## config.mk

```make
export PLATFORM = sky130hd
export DESIGN_NAME = bcdLimitCounter
export DESIGN_NICKNAME = d
export VERILOG_FILES = /design/src/rtl/bcdCntPkg.sv /design/src/rtl/binToBcd.sv /design/src/rtl/cntControl.sv /design/src/rtl/cntDatapath.sv /design/src/rtl/bcdLimitCounter.sv
export SDC_FILE = /design/constraint.sdc
export NUM_CORES = 1
export LEC_CHECK = 0
export CAP_MARGIN = 30
export CORE_MARGIN = 2
export CORE_UTILIZATION = 50
export DETAILED_ROUTE_END_ITERATION = 16
export PLACE_DENSITY = 0.86
export SETUP_SLACK_MARGIN = 0.02
export SLEW_MARGIN = 20
export SYNTH_ARGS = -nofsm -noshare
export SYNTH_HDL_FRONTEND = slang
export SYNTH_SLANG_ARGS = --single-unit
```

## constraint.sdc

```tcl
create_clock -name clk -period 4.6 [get_ports clk]
set_clock_uncertainty 0.2 [all_clocks]
set_input_delay 0.92 -clock clk [delete_from_list [all_inputs] [get_ports clk]]
set_output_delay 0.92 -clock clk [all_outputs]
set_load 0.03 [all_outputs]
```

## src/rtl/bcdCntPkg.sv

```systemverilog
package bcdCntPkg;
  typedef struct packed {
    logic clear;
    logic load;
    logic incr;
  } ctlStrobeT;
endpackage

```

## src/rtl/binToBcd.sv

```systemverilog
module binToBcd #(
  parameter int IN_W   = 7,
  parameter int DIGITS = 2
) (
  input  logic [IN_W-1:0]     binIn,
  output logic [DIGITS*4-1:0] bcdOut
);
  localparam int BCD_W = DIGITS * 4;

  logic [BCD_W-1:0] acc;

  // shift-and-add-3: before each shift, any digit of 5 or more gets 3 added
  always_comb begin
    acc = '0;
    for (int i = IN_W - 1; i >= 0; i--) begin
      for (int d = 0; d < DIGITS; d++) begin
        if (acc[d*4 +: 4] >= 4'd5) acc[d*4 +: 4] = acc[d*4 +: 4] + 4'd3;
      end
      acc = {acc[BCD_W-2:0], binIn[i]};
    end
    bcdOut = acc;
  end
endmodule

```

## src/rtl/cntControl.sv

```systemverilog
module cntControl
  import bcdCntPkg::*;
(
  input  logic      runMode,
  input  logic      stepEn,
  input  logic      atLimit,
  output ctlStrobeT ctl
);
  always_comb begin
    ctl.clear = !runMode;
    ctl.load  = !runMode;
    ctl.incr  = runMode && stepEn && !atLimit;
  end
endmodule

```

## src/rtl/cntDatapath.sv

```systemverilog
module cntDatapath
  import bcdCntPkg::*;
#(
  parameter int CNT_W   = 7,
  parameter int MAX_VAL = 99,
  parameter int DIGITS  = 2
) (
  input  logic                clk,
  input  logic                rstN,
  input  ctlStrobeT           ctl,
  input  logic [CNT_W-1:0]    limitIn,
  output logic                atLimit,
  output logic [DIGITS*4-1:0] digitsOut
);
  localparam logic [CNT_W-1:0] MAX_V = CNT_W'(MAX_VAL);

  logic [CNT_W-1:0] countQ;
  logic [CNT_W-1:0] limitQ;

  always_ff @(posedge clk or negedge rstN) begin
    if (!rstN)          limitQ <= '0;
    else if (ctl.load)  limitQ <= (limitIn > MAX_V) ? MAX_V : limitIn;
  end

  always_ff @(posedge clk or negedge rstN) begin
    if (!rstN)          countQ <= '0;
    else if (ctl.clear) countQ <= '0;
    else if (ctl.incr)  countQ <= countQ + CNT_W'(1);
  end

  assign atLimit = (countQ >= limitQ);

  binToBcd #(.IN_W(CNT_W), .DIGITS(DIGITS)) i_conv (
    .binIn (countQ),
    .bcdOut(digitsOut)
  );

  a_r2_clear_zero: assert property (@(posedge clk) disable iff (!rstN)
    ctl.clear |=> countQ == '0);
  a_r3_limit_frozen: assert property (@(posedge clk) disable iff (!rstN)
    !ctl.load |=> $stable(limitQ));
  a_r4_step_one: assert property (@(posedge clk) disable iff (!rstN)
    ctl.incr |=> countQ == $past(countQ) + CNT_W'(1));
  a_r5_no_pass_limit: assert property (@(posedge clk) disable iff (!rstN)
    countQ <= limitQ);
  a_r6_limit_cap: assert property (@(posedge clk) disable iff (!rstN)
    limitQ <= MAX_V);

  for (genvar d = 0; d < DIGITS; d++) begin : g_digitChk
    a_r8_digit_range: assert property (@(posedge clk) disable iff (!rstN)
      digitsOut[d*4 +: 4] <= 4'd9);
  end
endmodule

```

## src/rtl/bcdLimitCounter.sv

```systemverilog
module bcdLimitCounter
  import bcdCntPkg::*;
(
  input  logic       clk,
  input  logic       rstN,
  input  logic       runMode,
  input  logic       stepEn,
  input  logic [6:0] limitIn,
  output logic [3:0] tensDigit,
  output logic [3:0] onesDigit
);
  localparam int CNT_W   = 7;
  localparam int MAX_VAL = 99;
  localparam int DIGITS  = 2;

  ctlStrobeT             ctl;
  logic                  atLimit;
  logic [DIGITS*4-1:0]   digits;

  cntControl i_ctl (
    .runMode(runMode),
    .stepEn (stepEn),
    .atLimit(atLimit),
    .ctl    (ctl)
  );

  cntDatapath #(.CNT_W(CNT_W), .MAX_VAL(MAX_VAL), .DIGITS(DIGITS)) i_dp (
    .clk      (clk),
    .rstN     (rstN),
    .ctl      (ctl),
    .limitIn  (limitIn),
    .atLimit  (atLimit),
    .digitsOut(digits)
  );

  assign onesDigit = digits[3:0];
  assign tensDigit = digits[7:4];

  a_r9_drop_clears: assert property (@(posedge clk) disable iff (!rstN)
    !runMode |=> (tensDigit == 4'd0 && onesDigit == 4'd0));
endmodule

```

* Yosys cells after proc, flatten, opt, wreduce, memory -nomap -nowiden
Index checks and enable logic that the tools add are counted.
Storage, ports and cells: bits in registers 14, input bits 11, output and inout port bits 8, logic and storage cells 27
Cells by class: add/sub/neg operators 6, magnitude comparators 7, eq/ne operators 1, multiplexer cells 8, reduce and logical (&&, ||, !) cells 3
Operators with widths (count):
- $mux W7 | 3
- $mux W4 | 4
- $add A4 B2 Y4 const B | 3
- $ge A4 B3 Y1 const B | 3
- $add A7 B1 Y7 const B | 1
- $ge A7 B7 Y1 | 1
- $gt A7 B7 Y1 const B | 1
- $ge A3 B3 Y1 const B | 2
- $add A3 B2 Y4 const B | 1
- $add A3 B2 Y3 const B | 1
- $mux W3 | 1
- $logic_and A1 B1 Y1 | 2
- $ne A2 B1 Y1 const B | 1
- $logic_not A1 Y1 | 1

* Logic depth before layout (Yosys ltp)
Gate-level depths: netlist of the first run.
depth in word-level cells 8, depth in mapped cells 17, mapped depth without buffers 16

* Modules after synthesis
From an unflattened synthesis of the first run, not the netlist that was laid out.
Unflattened totals: cell total of the unflattened synthesis 167, area, all modules 1482.7 µm²
By module, submodules not included:
- cntDatapath | instances 1, cells each 75, area an instance 732.0 µm², sequential area each 350.3 µm²
- binToBcd | instances 1, cells each 89, area an instance 730.7 µm², sequential area each 0.0 µm²
- cntControl | instances 1, cells each 3, area an instance 20.0 µm², sequential area each 0.0 µm²

* Worst setup path after synthesis of the first run
No wires, ideal clock.
path type register -> output, from register i_dp.countQ[5], to output onesDigit[3], data arrival time 3.987 ns, required time 3.480 ns, slack -0.507 ns, cell stages (with the launch flop) 16, path buffers 1, path through dfrtp_1 > inv_1 > ha_1 > o21ai_1 > xnor2_2 > ha_1 > nand2b_1 > a32oi_4 > xnor2_1 > ha_1 > clkbuf_1 > nor2b_1 > o211a_1 > o21ai_0 > a22oi_1 > o31ai_1
Between the ends: word-level cells in the longest chain between the ends 8, elaborated cells between the ends (all ways) 12, those cells by class add/sub (4); order compare (4); mux (4)
RTL lines:
- from (decl) | RTL line cntDatapath.sv:17 | logic [CNT_W-1:0] countQ;
- from (signal assigned) | RTL line cntDatapath.sv:28 | else if (ctl.incr) countQ <= countQ + CNT_W'(1);
- $add A3 B2 Y4 / $ge A3 B3 Y1 (equally long branches) | RTL line binToBcd.sv:17 | if (acc[d*4 +: 4] >= 4'd5) acc[d*4 +: 4] = acc[d*4 +: 4] + 4'd3;
- $mux W4 * | RTL line binToBcd.sv:17
- $add A4 B2 Y4 / $ge A4 B3 Y1 (equally long branches) | RTL line binToBcd.sv:17
- $mux W4 * | RTL line binToBcd.sv:17
- $ge A4 B3 Y1 / $add A4 B2 Y4 (equally long branches) | RTL line binToBcd.sv:17
- $mux W4 * | RTL line binToBcd.sv:17
- $add A4 B2 Y4 / $ge A4 B3 Y1 (equally long branches) | RTL line binToBcd.sv:17
- $mux W4 * | RTL line binToBcd.sv:17
- to (decl) | RTL line bcdLimitCounter.sv:10 | output logic [3:0] onesDigit
Mark *: on every way between the ends. The rest lies on a longest branch, timed or not.

* Worst setup path after layout of the first run
from register i_dp.countQ[5], to output tensDigit[0]
Between the ends: word-level cells in the longest chain between the ends 8, elaborated cells between the ends (all ways) 12, those cells by class add/sub (4); order compare (4); mux (4)
RTL lines:
- $add A3 B2 Y4 / $ge A3 B3 Y1 (equally long branches) | RTL line binToBcd.sv:17
- $mux W4 * | RTL line binToBcd.sv:17
- $add A4 B2 Y4 / $ge A4 B3 Y1 (equally long branches) | RTL line binToBcd.sv:17
- $mux W4 * | RTL line binToBcd.sv:17
- $ge A4 B3 Y1 / $add A4 B2 Y4 (equally long branches) | RTL line binToBcd.sv:17
- $mux W4 * | RTL line binToBcd.sv:17
- $add A4 B2 Y4 / $ge A4 B3 Y1 (equally long branches) | RTL line binToBcd.sv:17
- $mux W4 * | RTL line binToBcd.sv:17
- to (decl) | RTL line bcdLimitCounter.sv:9 | output logic [3:0] tensDigit,
Marked as above.

==> flow_metrics.py, run 1 <==
metrics = {
    "synth": {
        "postSynthRegisterBits": 14,
        "syn_inst": 177,
        "synthArstFlopShare": 1.00,
        "syn_nets": 205,
        "synth_top_cell_area_share": 0.236,
        "synth_area_leaders": "dfrtp_1, ha_1, inv_1, o21ai_0, nand2_1",
        "synth_edf_count": 0,
        "ys_warn_count": 0,
        "seq_area_frac_synth": 0.236,
        "synth_area_um2": 1490,
        "synth_ff_type": "dfrtp_1",
        "yosysUniqueCellTypes": 50,
        "synth_area_per_cell_um2": 8.39,
        "netlist.top_cell.by_area": "dfrtp_1",
    },
    "worst_setup_path": {
        "critPathCaptureType": "output port",
        "worstPathArrival_ns": 3.39,
        "crit_end": "tensDigit[0]",
        "path_max_fanout": 5,
        "setup.worst_path.start": "i_dp.countQ[5]",
        "r2r_start": "i_dp.countQ[1]",
        "ff2ff_path_depth": 7,
        "worstPathRequired_ns": 3.48,
        "rr_endpoint": "i_dp.countQ[6]",
        "critical_path_class": "register to output port",
        "cp-start-kind": "register",
        "reg2reg_slack_ns": 1.99,
    },
    "grt": {
        "antenna_found_initial": 0,
        "grt_pass1_wl_um": 6010,
        "grt_max_degree": 20,
        "gr-total-overflow": 0,
        "groute.usage.overall": 0.219,
        "grt_pass1_vias": 1418,
    },
    "finish": {
        "fin_nets": 241,
        "diodes": 0,
        "final_cells": 243,
        "final_common_cell": "buf_4",
        "drive_gt1_frac": 0.311,
        "layout_common_cells": "buf_4, inv_1, nand2_1, dfrtp_1, ha_1",
        "area_delta_synth_final_pct": 36.3,
        "finish.utilization": 0.728,
    },
    "timing": {
        "max_slew.worst_pin.slew_ns": 0.792,
        "setup_viol": 0,
        "fmax_mhz": 222,
        "setup_slack_ns": 0.0882,
        "fin_hold_ws_ns": 0.292,
        "period_needed_ns": 4.51,
        "hold_violations": 0,
        "final.period_utilization": 0.981,
        "rsz0062_at_grt": "yes",
        "drv_slew": 0,
        "slew_headroom": 0.472,
    },
    "routing": {
        "route.vias.total": 1402,
        "drt-total-wl_um": 3460,
        "vias_per_cell": 5.77,
        "first_pass_iters": 5,
        "drt_iter0_drc": 43,
        "ant_nets": 0,
        "avgRoutedWirePerCell_um": 14.2,
        "drc": 0,
    },
    "status": {
        "status": "finished clean",
    },
    "floorplan": {
        "core-area_um2": 2780,
        "rows": 19,
        "dieArea_um2": 3420,
        "die_h_um": 58.5,
        "io_pins": 19,
        "start_util": 0.534,
        "die-width_um": 58.5,
    },
    "pwr": {
        "vdd_drop_max_v": 0.000270,
        "p_clk_frac": 0.295,
        "comb_power_share": 0.222,
        "p_leak_nw": 0.903,
        "seq_power_share": 0.483,
        "swShare": 0.276,
        "p_sw_mw": 0.0802,
        "internal_power_mw": 0.211,
        "report.power.total_mw": 0.291,
        "p_per_area_nw_per_um2": 144,
    },
    "placed_design": {
        "dp_slack_ns": 0.0986,
        "hpwlAfterDp_um": 2520,
        "place_congestion": 0.763,
        "port_buffers": 18,
        "placed_cells": 225,
    },
    "clocking": {
        "cts-htree-levels": 1,
        "cts.sinks": 14,
        "clock_path_buffers": 2,
        "clock_latency_ns": 0.28,
        "numCtsBuffers": 3,
        "cts_root_buf": "clkbuf_4",
        "cts_hold_buf": 0,
        "path_clk_slew_ns": 0.09,
        "cts_tree": "yes",
    },
    "hold_path": {
        "hold_path.class": "register to register",
    },
    "run": {
        "max-cap-violations": 0,
    },
}
-- metrics by stage --
stage	setup TNS [ns]	instance area, µm²
floorplan	0	1600
global placement	0	1810
detailed placement	0	1810
CTS	0	1890
global route	-0.459	2020
finish	0	2020
-- layout make-up --
type	count	area, µm²
multi-input combinational	137	1190
inverter	18	67.6
tap	31	38.8
timing repair buffer	39	339
fill	204	757
clock buffer	4	36.3
sequential	14	352
-- power groups by stage --
stage          clock network [mW]  registers (mW)  logic (mW)
2_1_floorplan                   0           0.138      0.0441
3_3_place_gp                    0           0.141      0.0595
3_5_place_dp                    0           0.142      0.0628
4_1_cts                    0.0889           0.140      0.0637
5_1_grt                    0.0961           0.142      0.0723
6_report                   0.0859           0.140      0.0647
-- cells by family (layout without fill, tap and decap cells) --
kind of cell | Yosys count | count (layout) | synth area share
xor+xnor | 8 | 8 | 0.0522
compound gates | 52 | 52 | 0.255
flops | 14 | 14 | 0.236
fa+ha+maj | 17 | 17 | 0.143
buf+inv | 26 | 61 | 0.0741
mux | 6 | 6 | 0.0505
simple gates | 54 | 54 | 0.189
-- sequential cells by signal, indices dropped and copies added (netlist names) --
name         cells
i_dp.countQ      7
i_dp.limitQ      7
-- metal layers --
metal / GRT usage / up-vias / part of all wire
met5: 0 / - / 0
met4: 0.0399 / 0 / 0.0084
met3: 0.0286 / 2 / 0.015
met2: 0.427 / 21 / 0.57
met1: 0.253 / 678 / 0.40
li1: - / 701 / -
-- repair_timing --
action                     4_1_cts  5_1_grt
pin swaps                        2        7
setup endpoints to repair        6        6
resized for setup                3       16
buffers inserted                 5        9
-- worst max-delay path, cell delays in order (launching register included) --
cell,delay (ns)
dfrtp_2,0.41
inv_2,0.08
ha_4,0.16
o21ai_2,0.07
xnor2_2,0.21
ha_2,0.24
nand2b_4,0.07
a32oi_4,0.28
xnor2_2,0.13
ha_2,0.23
nor2b_2,0.17
o21ai_1,0.12
nor2_1,0.07
o21ai_2,0.24
inv_2,0.07
o22ai_4,0.22
xor2_4,0.18
buf_6,0.16
-- how the worst min path moves through the flow --
stage / start / to / slack (ns) / cells past startpoint
4_1_cts: i_dp.limitQ[3] / i_dp.limitQ[3] / 0.29 / 2
2_1_floorplan: i_dp.limitQ[2] / i_dp.limitQ[2] / 0.25 / 2
6_report: i_dp.limitQ[3] / i_dp.limitQ[3] / 0.29 / 2
3_3_place_gp: i_dp.limitQ[3] / i_dp.limitQ[3] / 0.27 / 2
3_5_place_dp: i_dp.limitQ[3] / i_dp.limitQ[3] / 0.27 / 2
5_1_grt: i_dp.limitQ[3] / i_dp.limitQ[3] / 0.31 / 2
-- Yosys cell counts, types with 4 or more instances --
cell and count:
a21boi_0 4, a21o_1 4, a21oi_1 8, clkbuf_1 5, dfrtp_1 14, ha_1 17
inv_1 17, nand2_1 14, nand2b_1 5, nand3_1 4, nor2_1 8, nor2b_1 6
nor3_1 6, o21ai_0 11, o21ai_1 4, or3_1 4, xnor2_1 4
(Power assumes the default switching activity.)
==> inputs of run 2 (changes only) <==
Settings changed: CORE_ASPECT_RATIO set to 0.7, SLEW_MARGIN 20 to 40.
Clock period 4.6 ns to 3.8 ns, I/O delays scaled along.
==> run 2 against run 1 <==
  * Total power grew 32%
  * Die area grew 0.21%
  * Global-route usage grew 3.4 points
  * Wire length grew 27%
  * Clock power grew 46%
  * The flow now finishes with violations (negative setup slack)
  * Non-clock buffer count grew 11
  * Sequential power grew 23%
  * Cell count grew 6.6%
  * Via count grew 7.1%
  * Critical endpoint is now onesDigit[3]
  * Largest power group unchanged
==> flow_metrics.py, run 2 (synthesis gave the netlist of run 1 again) <==
metrics = {
    "status": {
        "status": "finished with violations",
        "violations": "negative setup slack",
    },
    "grt": {
        "antenna_found_initial": 0,
        "grt_pass1_vias": 1520,
        "grt_pass1_wl_um": 7070,
        "groute.usage.overall": 0.253,
        "grt_max_degree": 20,
        "gr-total-overflow": 0,
    },
    "finish": {
        "diodes": 0,
        "reg_top3": "i_dp.countQ x7, i_dp.limitQ x7",
        "area_delta_synth_final_pct": 53.0,
        "final_common_cell": "buf_4",
        "fin_nets": 252,
        "drive_gt1_frac": 0.408,
        "final_cells": 259,
        "layout_common_cells": "buf_4, inv_1, dfrtp_1",
        "fin_area_um2": 2270,
        "n_fill_cell": 168,
    },
    "clocking": {
        "cts-htree-levels": 1,
        "cts_tree": "yes",
        "numCtsBuffers": 3,
        "cts_root_buf": "clkbuf_8",
        "clock_latency_ns": 0.25,
        "path_clk_slew_ns": 0.06,
        "cts.sinks": 14,
        "clock_path_buffers": 2,
    },
    "timing": {
        "final.period_utilization": 1.13,
        "drv_slew": 0,
        "fin_hold_ws_ns": 0.296,
        "slew_headroom": 0.483,
        "fmax_mhz": 233,
        "setup_viol": 7,
        "hold_violations": 0,
        "period_needed_ns": 4.30,
        "rsz0062_at_grt": "yes",
        "max_slew.worst_pin.slew_ns": 0.771,
        "setup_slack_ns": -0.495,
    },
    "hold_path": {
        "hold_path.class": "register to register",
    },
    "worst_setup_path": {
        "path_buf_inv": 3,
        "worstPathRequired_ns": 2.84,
        "cp-start-kind": "register",
        "worst_path_max_delay_cell": "dfrtp_2",
        "path_max_fanout": 5,
        "crit_chain": "inv_2 > ha_4 > o21ai_4 > xnor2_4 > ha_2 > nand2b_4 > a32oi_4 > xnor2_4 > ha_4 > nor2b_4 > o211a_1 > o21ai_4 > buf_6 > a22oi_2 > o31ai_4 > buf_6",
        "cp_slowest_stage_delay_ns": 0.38,
        "critical_path_class": "register to output port",
        "critPathCaptureType": "output port",
        "worstPathArrival_ns": 3.34,
        "crit_family": "compound AO/OA/AOI/OAI gates",
    },
    "run": {
        "max-cap-violations": 0,
    },
    "placed_design": {
        "port_buffers": 18,
        "place_congestion": 0.872,
        "hpwlAfterDp_um": 2980,
        "placed_cells": 249,
        "dpl_cell_area_um2": 2060,
        "dp_slack_ns": -0.262,
    },
    "pwr": {
        "p_leak_nw": 0.995,
        "p_per_area_nw_per_um2": 169,
        "vdd_drop_max_v": 0.000235,
    },
    "floorplan": {
        "die-width_um": 69.1,
        "start_util": 0.530,
        "rows": 16,
        "io_pins": 19,
        "die_h_um": 49.6,
        "core-area_um2": 2800,
        "dieArea_um2": 3430,
    },
    "routing": {
        "first_pass_iters": 4,
        "avgRoutedWirePerCell_um": 16.9,
        "drt-total-wl_um": 4390,
        "ant_nets": 0,
        "drc": 0,
        "vias_per_cell": 5.80,
        "drt_iter0_drc": 58,
        "route.vias.total": 1501,
    },
}
## run 2: final cells by class
cell class / count / area [µm²] / share of cell area
inverter: 18 / 67.6 / 0.0297
tap: 36 / 45.0 / 0.0198
sequential: 14 / 352 / 0.155
clock buffer: 4 / 45.0 / 0.0198
multi-input combinational: 137 / 1330 / 0.587
timing repair buffer: 50 / 429 / 0.189
## run 2: path summary, 6_finish.rpt
| kind | slack, ns | from | cells past startpoint | to |
|---|---|---|---|---|
| min in group asynchronous | 0.70 | rstN | 1 | i_dp.limitQ[3] |
| min | 0.30 | i_dp.limitQ[4] | 2 | i_dp.limitQ[4] |
| min reg2reg | 0.30 | i_dp.limitQ[4] | 2 | i_dp.limitQ[4] |
| max | -0.50 | i_dp.countQ[5] | 16 | onesDigit[3] |
| max in group asynchronous | 2.27 | rstN | 1 | i_dp.countQ[5] |
| max reg2reg | 0.90 | i_dp.countQ[1] | 7 | i_dp.countQ[5] |
## run 2: worst register-to-register path, stage by stage (launching register included)
cell and delay [ns]:
dfrtp_1 0.75, ha_1 0.36, a21o_1 0.16, a21o_1 0.17, a21oi_1 0.18, o21ai_1 0.30, nor4_1 0.46, mux2i_1 0.25
## run 2: routing by layer
layer / track usage / share of wire
met4: 0.0556 / 0.027
met1: 0.327 / 0.44
met2: 0.454 / 0.49
met3: 0.0348 / 0.044
met5: 0 / 0
## run 2: what timing repair did
action	in CTS	in global routing
gates resized for setup	13	13
hold buffers	0	0
pin swaps	13	8
buffers inserted	3	3
setup endpoints to repair	7	7
## run 2: where the power goes
part	total (mW)	switching (mW)	leakage (nW)	internal, mW
Sequential	0.172	0.0137	0.177	0.159
Combinational	0.0864	0.0440	0.795	0.0424
Clock	0.125	0.0509	0.0228	0.0742
## run 2: stage by stage
stage / power (mW) / TNS (ns) / utilization
6_report: 0.384 / -3.12 / 0.811
4_1_cts: 0.378 / -2.98 / 0.779
3_3_place_gp: 0.246 / -0.416 / 0.736
3_5_place_dp: 0.253 / -1.26 / 0.736
2_1_floorplan: 0.224 / -2.21 / -
5_1_grt: 0.407 / -4.18 / 0.811
==> inputs of run 3 (changes only) <==
Settings changed: SETUP_SLACK_MARGIN 0.02 to 0.15.
==> results of run 3 <==
Same layout as run 2: the final DEF is identical, and so are final timing and power.
